$ cat config.mk
export PLATFORM = sky130hd
export DESIGN_NAME = phy_led_ctrl
export DESIGN_NICKNAME = d
export VERILOG_FILES = /design/src/rtl/phy_led_pkg.sv /design/src/rtl/led_regbank.sv /design/src/rtl/led_blink_gen.sv /design/src/rtl/led_channel.sv /design/src/rtl/phy_led_ctrl.sv
export SDC_FILE = /design/constraint.sdc
export NUM_CORES = 1
export LEC_CHECK = 0
export BUFFER_PORTS_ARGS = -buffer_cell sky130_fd_sc_hd__buf_2
export CAP_MARGIN = 25
export CORE_ASPECT_RATIO = 1.2
export CORE_MARGIN = 2
export CORE_UTILIZATION = 62
export DETAILED_ROUTE_END_ITERATION = 7
export PLACE_DENSITY = 0.83
export SLEW_MARGIN = 20
export SYNTH_ARGS = -nofsm -noshare
export SYNTH_HDL_FRONTEND = slang
export SYNTH_HIERARCHICAL = 1
export SYNTH_SLANG_ARGS = --single-unit
$ cat constraint.sdc
create_clock -name clk -period 3.6 [get_ports clk]
set_clock_uncertainty 0.2 [all_clocks]
set_input_delay 0.72 -clock clk [delete_from_list [all_inputs] [get_ports clk]]
set_output_delay 0.72 -clock clk [all_outputs]
set_load 0.005 [all_outputs]
$ cat src/rtl/phy_led_pkg.sv
// Package: shared types and the condition decoder for the LED controller.
// Assumes link_speed 0/1/2 = 10/100/1000 Mbit/s; 3 matches nothing.
package phy_led_pkg;

    typedef struct packed {
        logic       link_up;
        logic [1:0] speed;
        logic       pdown;
        logic       eee;
        logic       aneg;
        logic       selftest;
        logic       cablediag;
    } phy_stat_t;

    // Reset contents of the register bank, by register index
    function automatic logic [7:0] reset_value(input int idx);
        case (idx)
            0:       return 8'hC5;
            1:       return 8'h67;
            2:       return 8'h70;
            3:       return 8'h03;
            4:       return 8'h20;
            5:       return 8'h00;
            6:       return 8'h40;
            7:       return 8'h00;
            8:       return 8'h40;
            9:       return 8'h20;
            default: return 8'h00;
        endcase
    endfunction

    // True when the 4-bit condition code is satisfied by the PHY status
    function automatic logic cond_hit(input logic [3:0] code, input phy_stat_t st);
        logic hit;
        hit = 1'b0;
        if (code[3] == 1'b0) begin
            case (st.speed)
                2'd0:    hit = st.link_up & code[0];
                2'd1:    hit = st.link_up & code[1];
                2'd2:    hit = st.link_up & code[2];
                default: hit = 1'b0;
            endcase
        end else begin
            case (code[2:0])
                3'd0:    hit = st.pdown;
                3'd1:    hit = st.eee;
                3'd2:    hit = st.aneg;
                3'd3:    hit = st.selftest;
                3'd4:    hit = st.cablediag;
                default: hit = 1'b0;
            endcase
        end
        return hit;
    endfunction

endpackage

$ cat src/rtl/led_regbank.sv
// Module: register bank holding the global and per-LED configuration bytes.
// Assumes bits 15:8 are reserved (never stored, read as zero); read data is
// registered and shows contents before a same-cycle write.
module led_regbank #(
    parameter int              ADDR_W    = 10,
    parameter logic [9:0]      BASE_ADDR = 10'h1E0,
    parameter int              NUM_LEDS  = 4
) (
    input  logic                     clk,
    input  logic                     rst_n,
    input  logic [ADDR_W-1:0]        addr,
    input  logic                     wr_en,
    input  logic [7:0]               wdata,
    output logic [15:0]              rdata,
    output logic [1:0]               fast_rate,
    output logic [1:0]               slow_rate,
    output logic [NUM_LEDS-1:0][3:0] steady_sel,
    output logic [NUM_LEDS-1:0][3:0] fast_sel,
    output logic [NUM_LEDS-1:0][3:0] slow_sel,
    output logic [NUM_LEDS-1:0][2:0] act_mask
);
    import phy_led_pkg::*;

    localparam int NREG  = 2 + 2 * NUM_LEDS;
    localparam int IDX_W = $clog2(NREG);

    logic [7:0]        regs [NREG];
    logic [ADDR_W-1:0] offset;
    logic              hit;
    logic [IDX_W-1:0]  idx;

    // Decode the address into a register index and an in-range flag
    always_comb begin
        offset = addr - ADDR_W'(BASE_ADDR);
        hit    = (addr >= ADDR_W'(BASE_ADDR)) && (offset < ADDR_W'(NREG));
        idx    = offset[IDX_W-1:0];
    end

    // Store write data, or load reset contents
    always_ff @(posedge clk) begin
        if (!rst_n) begin
            for (int i = 0; i < NREG; i++) regs[i] <= reset_value(i);
        end else if (wr_en && hit) begin
            regs[idx] <= wdata;
        end
    end

    // Register the read data
    always_ff @(posedge clk) begin
        if (!rst_n)   rdata <= '0;
        else if (hit) rdata <= {8'h00, regs[idx]};
        else          rdata <= '0;
    end

    assign fast_rate = regs[0][7:6];
    assign slow_rate = regs[0][5:4];

    for (genvar g = 0; g < NUM_LEDS; g++) begin : g_fields
        assign steady_sel[g] = regs[2 + 2 * g][7:4];
        assign fast_sel[g]   = regs[2 + 2 * g][3:0];
        assign slow_sel[g]   = regs[3 + 2 * g][7:4];
        assign act_mask[g]   = regs[3 + 2 * g][2:0];
    end

endmodule

$ cat src/rtl/led_blink_gen.sv
// Module: shared divider producing the fast and slow blink levels at 50% duty.
// Assumes CLK_HZ >= 32; the phase counter steps every CLK_HZ/32 cycles.
module led_blink_gen #(
    parameter int CLK_HZ = 125_000_000
) (
    input  logic       clk,
    input  logic       rst_n,
    input  logic [1:0] fast_rate,
    input  logic [1:0] slow_rate,
    output logic       fast_wave,
    output logic       slow_wave
);
    localparam int TICK_CYC = CLK_HZ / 32;
    localparam int CNT_W    = (TICK_CYC > 1) ? $clog2(TICK_CYC) : 1;

    logic [CNT_W-1:0] div_cnt;
    logic [3:0]       phase;

    // Divide the clock and advance the phase counter
    always_ff @(posedge clk) begin
        if (!rst_n) begin
            div_cnt <= '0;
            phase   <= '0;
        end else if (div_cnt == CNT_W'(TICK_CYC - 1)) begin
            div_cnt <= '0;
            phase   <= phase + 4'd1;
        end else begin
            div_cnt <= div_cnt + 1'b1;
        end
    end

    // Select one phase bit per rate: higher code means a lower bit
    always_comb begin
        fast_wave = phase[2'd3 - fast_rate];
        slow_wave = phase[2'd3 - slow_rate];
    end

endmodule

$ cat src/rtl/led_channel.sv
// Module: one LED; evaluates its conditions, stretches activity, resolves priority.
// Assumes activity strobes are synchronous to clk.
module led_channel #(
    parameter int PULSE_CYC = 6_250_000
) (
    input  logic                   clk,
    input  logic                   rst_n,
    input  phy_led_pkg::phy_stat_t stat,
    input  logic [2:0]             act,
    input  logic [3:0]             steady_sel,
    input  logic [3:0]             fast_sel,
    input  logic [3:0]             slow_sel,
    input  logic [2:0]             act_mask,
    input  logic                   fast_wave,
    input  logic                   slow_wave,
    output logic                   led
);
    import phy_led_pkg::*;

    localparam int PW = $clog2(PULSE_CYC + 1);

    logic [PW-1:0] stretch;
    logic          led_nx;

    // Reload the stretch on a masked event, otherwise count it down
    always_ff @(posedge clk) begin
        if (!rst_n)                  stretch <= '0;
        else if (|(act & act_mask))  stretch <= PW'(PULSE_CYC);
        else if (stretch != '0)      stretch <= stretch - 1'b1;
    end

    // Priority: fast blink, slow blink, activity blank, steady, off
    always_comb begin
        if (cond_hit(fast_sel, stat))        led_nx = fast_wave;
        else if (cond_hit(slow_sel, stat))   led_nx = slow_wave;
        else if (stretch != '0)              led_nx = 1'b0;
        else                                 led_nx = cond_hit(steady_sel, stat);
    end

    // Register the LED drive
    always_ff @(posedge clk) begin
        if (!rst_n) led <= 1'b0;
        else        led <= led_nx;
    end

endmodule

$ cat src/rtl/phy_led_ctrl.sv
// Module: top of the PHY status LED controller; a register bank, a shared
// blink divider and one channel per LED. Assumes all inputs are synchronous.
module phy_led_ctrl #(
    parameter int         CLK_HZ    = 125_000_000,
    parameter int         PULSE_CYC = 6_250_000,
    parameter int         NUM_LEDS  = 4,
    parameter int         ADDR_W    = 10,
    parameter logic [9:0] BASE_ADDR = 10'h1E0
) (
    input  logic                clk,
    input  logic                rst_n,
    input  logic [ADDR_W-1:0]   reg_addr,
    input  logic                reg_wr,
    input  logic [7:0]          reg_wdata,
    output logic [15:0]         reg_rdata,
    input  logic                link_up,
    input  logic [1:0]          link_speed,
    input  logic                pdown,
    input  logic                eee_idle,
    input  logic                aneg_busy,
    input  logic                selftest_busy,
    input  logic                cablediag_busy,
    input  logic                tx_act,
    input  logic                rx_act,
    input  logic                col_act,
    output logic [NUM_LEDS-1:0] led
);
    import phy_led_pkg::*;

    localparam int NUM_REGS = 2 + 2 * NUM_LEDS;

    logic [1:0]               fast_rate, slow_rate;
    logic [NUM_LEDS-1:0][3:0] steady_sel, fast_sel, slow_sel;
    logic [NUM_LEDS-1:0][2:0] act_mask;
    logic                     fast_wave, slow_wave;
    phy_stat_t                stat;
    logic [2:0]               act;

    // Gather the PHY status into one bundle
    always_comb begin
        stat = '{link_up: link_up, speed: link_speed, pdown: pdown,
                 eee: eee_idle, aneg: aneg_busy, selftest: selftest_busy,
                 cablediag: cablediag_busy};
        act  = {col_act, rx_act, tx_act};
    end

    led_regbank #(.ADDR_W(ADDR_W), .BASE_ADDR(BASE_ADDR), .NUM_LEDS(NUM_LEDS)) u_regs (
        .clk(clk), .rst_n(rst_n), .addr(reg_addr), .wr_en(reg_wr),
        .wdata(reg_wdata), .rdata(reg_rdata), .fast_rate(fast_rate),
        .slow_rate(slow_rate), .steady_sel(steady_sel), .fast_sel(fast_sel),
        .slow_sel(slow_sel), .act_mask(act_mask)
    );

    led_blink_gen #(.CLK_HZ(CLK_HZ)) u_blink (
        .clk(clk), .rst_n(rst_n), .fast_rate(fast_rate), .slow_rate(slow_rate),
        .fast_wave(fast_wave), .slow_wave(slow_wave)
    );

    for (genvar g = 0; g < NUM_LEDS; g++) begin : g_led
        led_channel #(.PULSE_CYC(PULSE_CYC)) u_chan (
            .clk(clk), .rst_n(rst_n), .stat(stat), .act(act),
            .steady_sel(steady_sel[g]), .fast_sel(fast_sel[g]),
            .slow_sel(slow_sel[g]), .act_mask(act_mask[g]),
            .fast_wave(fast_wave), .slow_wave(slow_wave), .led(led[g])
        );
    end

endmodule

==> run summary <==
Run status -> finished clean
Via/cell ratio -> 6.43
Initial antenna violation count -> 0
FMAX -> 386 MHz
Worst ir drop on vdd -> 0.000536 V
CTS resizes -> 0
Initial DRC Count -> 892
Worst hold-check path type -> reg -> reg
Count of max-cap constraint violations -> 0
Setup repair bufs after CTS -> 0
Number of hold buffers added after cts -> 0
Via Count -> 10300
Post-synthesis instance total -> 1252
Data required time of the worst path -> 3.80 ns
Final critical-path required period -> 2.59 ns
Number of flip-flops and latches in the synthesized netlist -> 258
Maximum fanout count along the critical path -> 11
DPL Wire Length -> 21800 um
Fraction of final layout cells with drive strength greater than 1 -> 0.148
Final Slew Violations -> 0
Core region area -> 0.0216 mm2
Row cnt -> 59
Clock buffer count from CTS -> 25
Part of the cycle the worst path needs -> 0.720
Final total negative setup slack -> 0 ns
Total length of routed wires -> 31200 um
Post-synth design cell area -> 0.0136 mm2
EDFF count, synth -> 128
Diodes inserted -> 0
RSZ-0062 raised after global routing -> false
Setup crit start kind -> flop
Multiplexer share of the synthesized area -> 0.0763
Post-Synth Simple-Gate Area -> 0.206
Clk_lat worst skew -> 0.53 ns
Fraction of the mapped netlist area in compound gates -> 0.128
Maximum number of pins on one net before global-route repair -> 35
Worst Hold Depth -> 2
# port buffers -> 43
Wire length of the first global-routing pass -> 50600 um
Setup slack at placement -> 0.551 ns
Number of optimization iterations in the first detailed-route pass -> 8
Die Y-Extent -> 166 um
Final hold vios -> 0
Leakage power of the design -> 5.14 nW
Final Non-Filler Cells -> 1602
Yosys Warn Count -> 6
Largest family of logic cells by synthesized area -> simple AND/OR/NAND/NOR gates
Boundary Pins -> 52
Layout Utilization -> 0.683
Setup ws final -> 1.01 ns
Sequential-to-total area share from yosys stat -> 0.474
Starting Density -> 0.628
Clock Root Buffer -> sky130_fd_sc_hd__clkbuf_16
Slew HR -> 0.530
Arrival time reported for the critical path endpoint -> 2.79 ns
Final layout net count -> 1362
Number of routed nets with antenna violations -> 0
Clock transition at the registers of the reported paths -> 0.07 ns
Power per cell area -> 463 mW/mm2
Average routed wire per standard cell -> 19.5 um
Worst Setup End Kind -> flop
Most frequently used flop master after synthesis -> sky130_fd_sc_hd__dfxtp_1
TritonCTS clock tree -> done
Post-synthesis share of cell area spent on xor and xnor gates -> 0.0445
Global placement routability congestion -> 0.956
Slew at the pin with the worst max-slew slack -> 0.705 ns
Number of global-route vias before repair -> 10100
Mean instance size in the synthesized netlist -> 10.9 um2
Proportion of register bits with asynchronous set or reset after synthesis -> 0
Worst reg2reg path depth -> 5
Number of instances in the placed design -> 1557
Depth of the CTS H-tree -> 1
Start-to-end type of the worst setup path -> reg -> reg
Residual DRC -> 0
Sum of internal, switching and leakage power -> 6.84 mW
CTS sink cnt -> 258
P&R area growth vs syn -> 8.70%
Die X-Extent -> 139 um
Fraction of the mapped netlist area in adder cells -> 0.0184
GRT Resource Usage Total -> 0.266
Count of distinct cell types in the synthesized netlist -> 72
Residual overflow from global routing -> 0
Endpoints failing setup -> 0
Number of buffers on the longest clock path -> 3
Total die area -> 0.0231 mm2
[metal layers]
metal,global-route usage,part of all wire
met4,0.114,0.043
met5,0,0
met1,0.337,0.39
met3,0.0309,0.076
met2,0.461,0.50
[layout make-up]
type                            instances  area (um2)
Fill cell                            1569        6860
Inverter                               40         150
Clock inverter                         12        90.1
Sequential cell                       258        6450
Clock buffer                           33         676
Timing Repair Buffer                   69         410
Tap cell                              274         343
Multi-Input combinational cell        916        6650
[final timing paths]
path / slack [ns] / end / from
setup / recovery: 1.01 / g_led[2].u_chan/stretch[9] / g_led[2].u_chan/stretch[9]
hold / removal: 0.27 / g_led[2].u_chan/stretch[22] / g_led[2].u_chan/stretch[22]
setup reg to reg: 1.01 / g_led[2].u_chan/stretch[9] / g_led[2].u_chan/stretch[9]
hold reg to reg: 0.27 / g_led[2].u_chan/stretch[22] / g_led[2].u_chan/stretch[22]
[power by group]
part           internal (mW)  total, mW  switching [mW]
Combinational          0.403      0.930           0.527
Clock                   1.39       2.48            1.09
Sequential              3.25       3.44           0.190
[metrics by stage]
| step | cell area [um2] | hold WS, ns |
|---|---|---|
| final | 14800 | 0.275 |
| after global routing | 14800 | 0.318 |
| after CTS | 14800 | 0.280 |
| after detailed placement | 14000 | 0.266 |
| after global placement | 14000 | 0.254 |
| after floorplan | 13800 | 0.241 |
[layout by cell type (no fill, tap or decap), drive strengths merged, types with 19 or more instances in the layout]
master,netlist,routed
dfxtp,130,130
edfxtp,128,128
nor2,83,83
nor3,79,79
a21oi,73,73
buf,61,69
conb,1,56
nand2,47,47
o21ai,46,46
xnor2,41,41
inv,40,40
mux2i,35,35
clkbuf,32,33
nand3,30,30
xor2,28,28
mux4,28,28
or3,25,25
and2,22,22
nor4,22,22
ha,20,20
nand4,20,20
nand2b,19,19
or4,19,19
[kinds of logic after synthesis]
family,Yosys count
buf+inv,133
xor+xnor,69
mux,68
flops,258
simple gates,445
compound gates,258
fa+ha+maj,20
other cells,1
[sequential cells by signal, summed over array words and instances, names as in the netlist]
register,flops
u_regs/regs,128
g_led.u_chan/stretch,92
u_blink/div_cnt,22
u_regs/rdata,8
g_led.u_chan/led,4
u_blink/phase,4
[synthesized netlist by cell type, types with 5 or more instances]
library cell,number,share of area
sky130_fd_sc_hd__a311oi_1,5,0.0032
sky130_fd_sc_hd__nor4bb_1,5,0.0037
sky130_fd_sc_hd__o21ai_0,44,0.016
sky130_fd_sc_hd__and4_1,10,0.0064
sky130_fd_sc_hd__ha_1,20,0.018
sky130_fd_sc_hd__nor4b_1,6,0.0039
sky130_fd_sc_hd__mux2i_1,35,0.026
sky130_fd_sc_hd__nand3_1,26,0.0096
sky130_fd_sc_hd__xnor2_1,41,0.026
sky130_fd_sc_hd__o2111ai_1,12,0.0077
sky130_fd_sc_hd__nor4_4,12,0.019
sky130_fd_sc_hd__o31ai_1,14,0.0077
sky130_fd_sc_hd__nor3_1,79,0.029
sky130_fd_sc_hd__nand2_1,47,0.013
sky130_fd_sc_hd__a22oi_1,6,0.0033
sky130_fd_sc_hd__edfxtp_1,128,0.28
sky130_fd_sc_hd__a31oi_1,16,0.0074
sky130_fd_sc_hd__buf_2,8,0.0029
sky130_fd_sc_hd__nor4_2,8,0.0074
sky130_fd_sc_hd__nand2b_1,19,0.0087
sky130_fd_sc_hd__or3_1,25,0.012
sky130_fd_sc_hd__nor3b_1,13,0.0072
sky130_fd_sc_hd__nor2b_1,17,0.0078
sky130_fd_sc_hd__nor2_1,79,0.022
sky130_fd_sc_hd__mux4_2,28,0.046
sky130_fd_sc_hd__buf_4,47,0.026
sky130_fd_sc_hd__nand4_1,18,0.0083
sky130_fd_sc_hd__o41ai_1,10,0.0064
sky130_fd_sc_hd__a221oi_1,12,0.0077
sky130_fd_sc_hd__clkbuf_1,32,0.0088
sky130_fd_sc_hd__and2_1,21,0.0097
sky130_fd_sc_hd__a211oi_1,12,0.0066
sky130_fd_sc_hd__xor2_1,28,0.018
sky130_fd_sc_hd__a21oi_1,73,0.027
sky130_fd_sc_hd__inv_1,40,0.011
sky130_fd_sc_hd__and3_2,5,0.0028
sky130_fd_sc_hd__or4_1,18,0.0099
sky130_fd_sc_hd__dfxtp_1,130,0.19
sky130_fd_sc_hd__mux2_2,5,0.0041
sky130_fd_sc_hd__o211ai_1,8,0.0044
[worst max-delay path: stages (launching register included)]
cell                      delay, ns
sky130_fd_sc_hd__dfxtp_1       0.34
sky130_fd_sc_hd__nor3_1        0.46
sky130_fd_sc_hd__nand4_1       0.54
sky130_fd_sc_hd__o21ai_0       0.67
sky130_fd_sc_hd__or4_1         0.19
sky130_fd_sc_hd__a31oi_1       0.07
(Power assumes the default switching activity.)
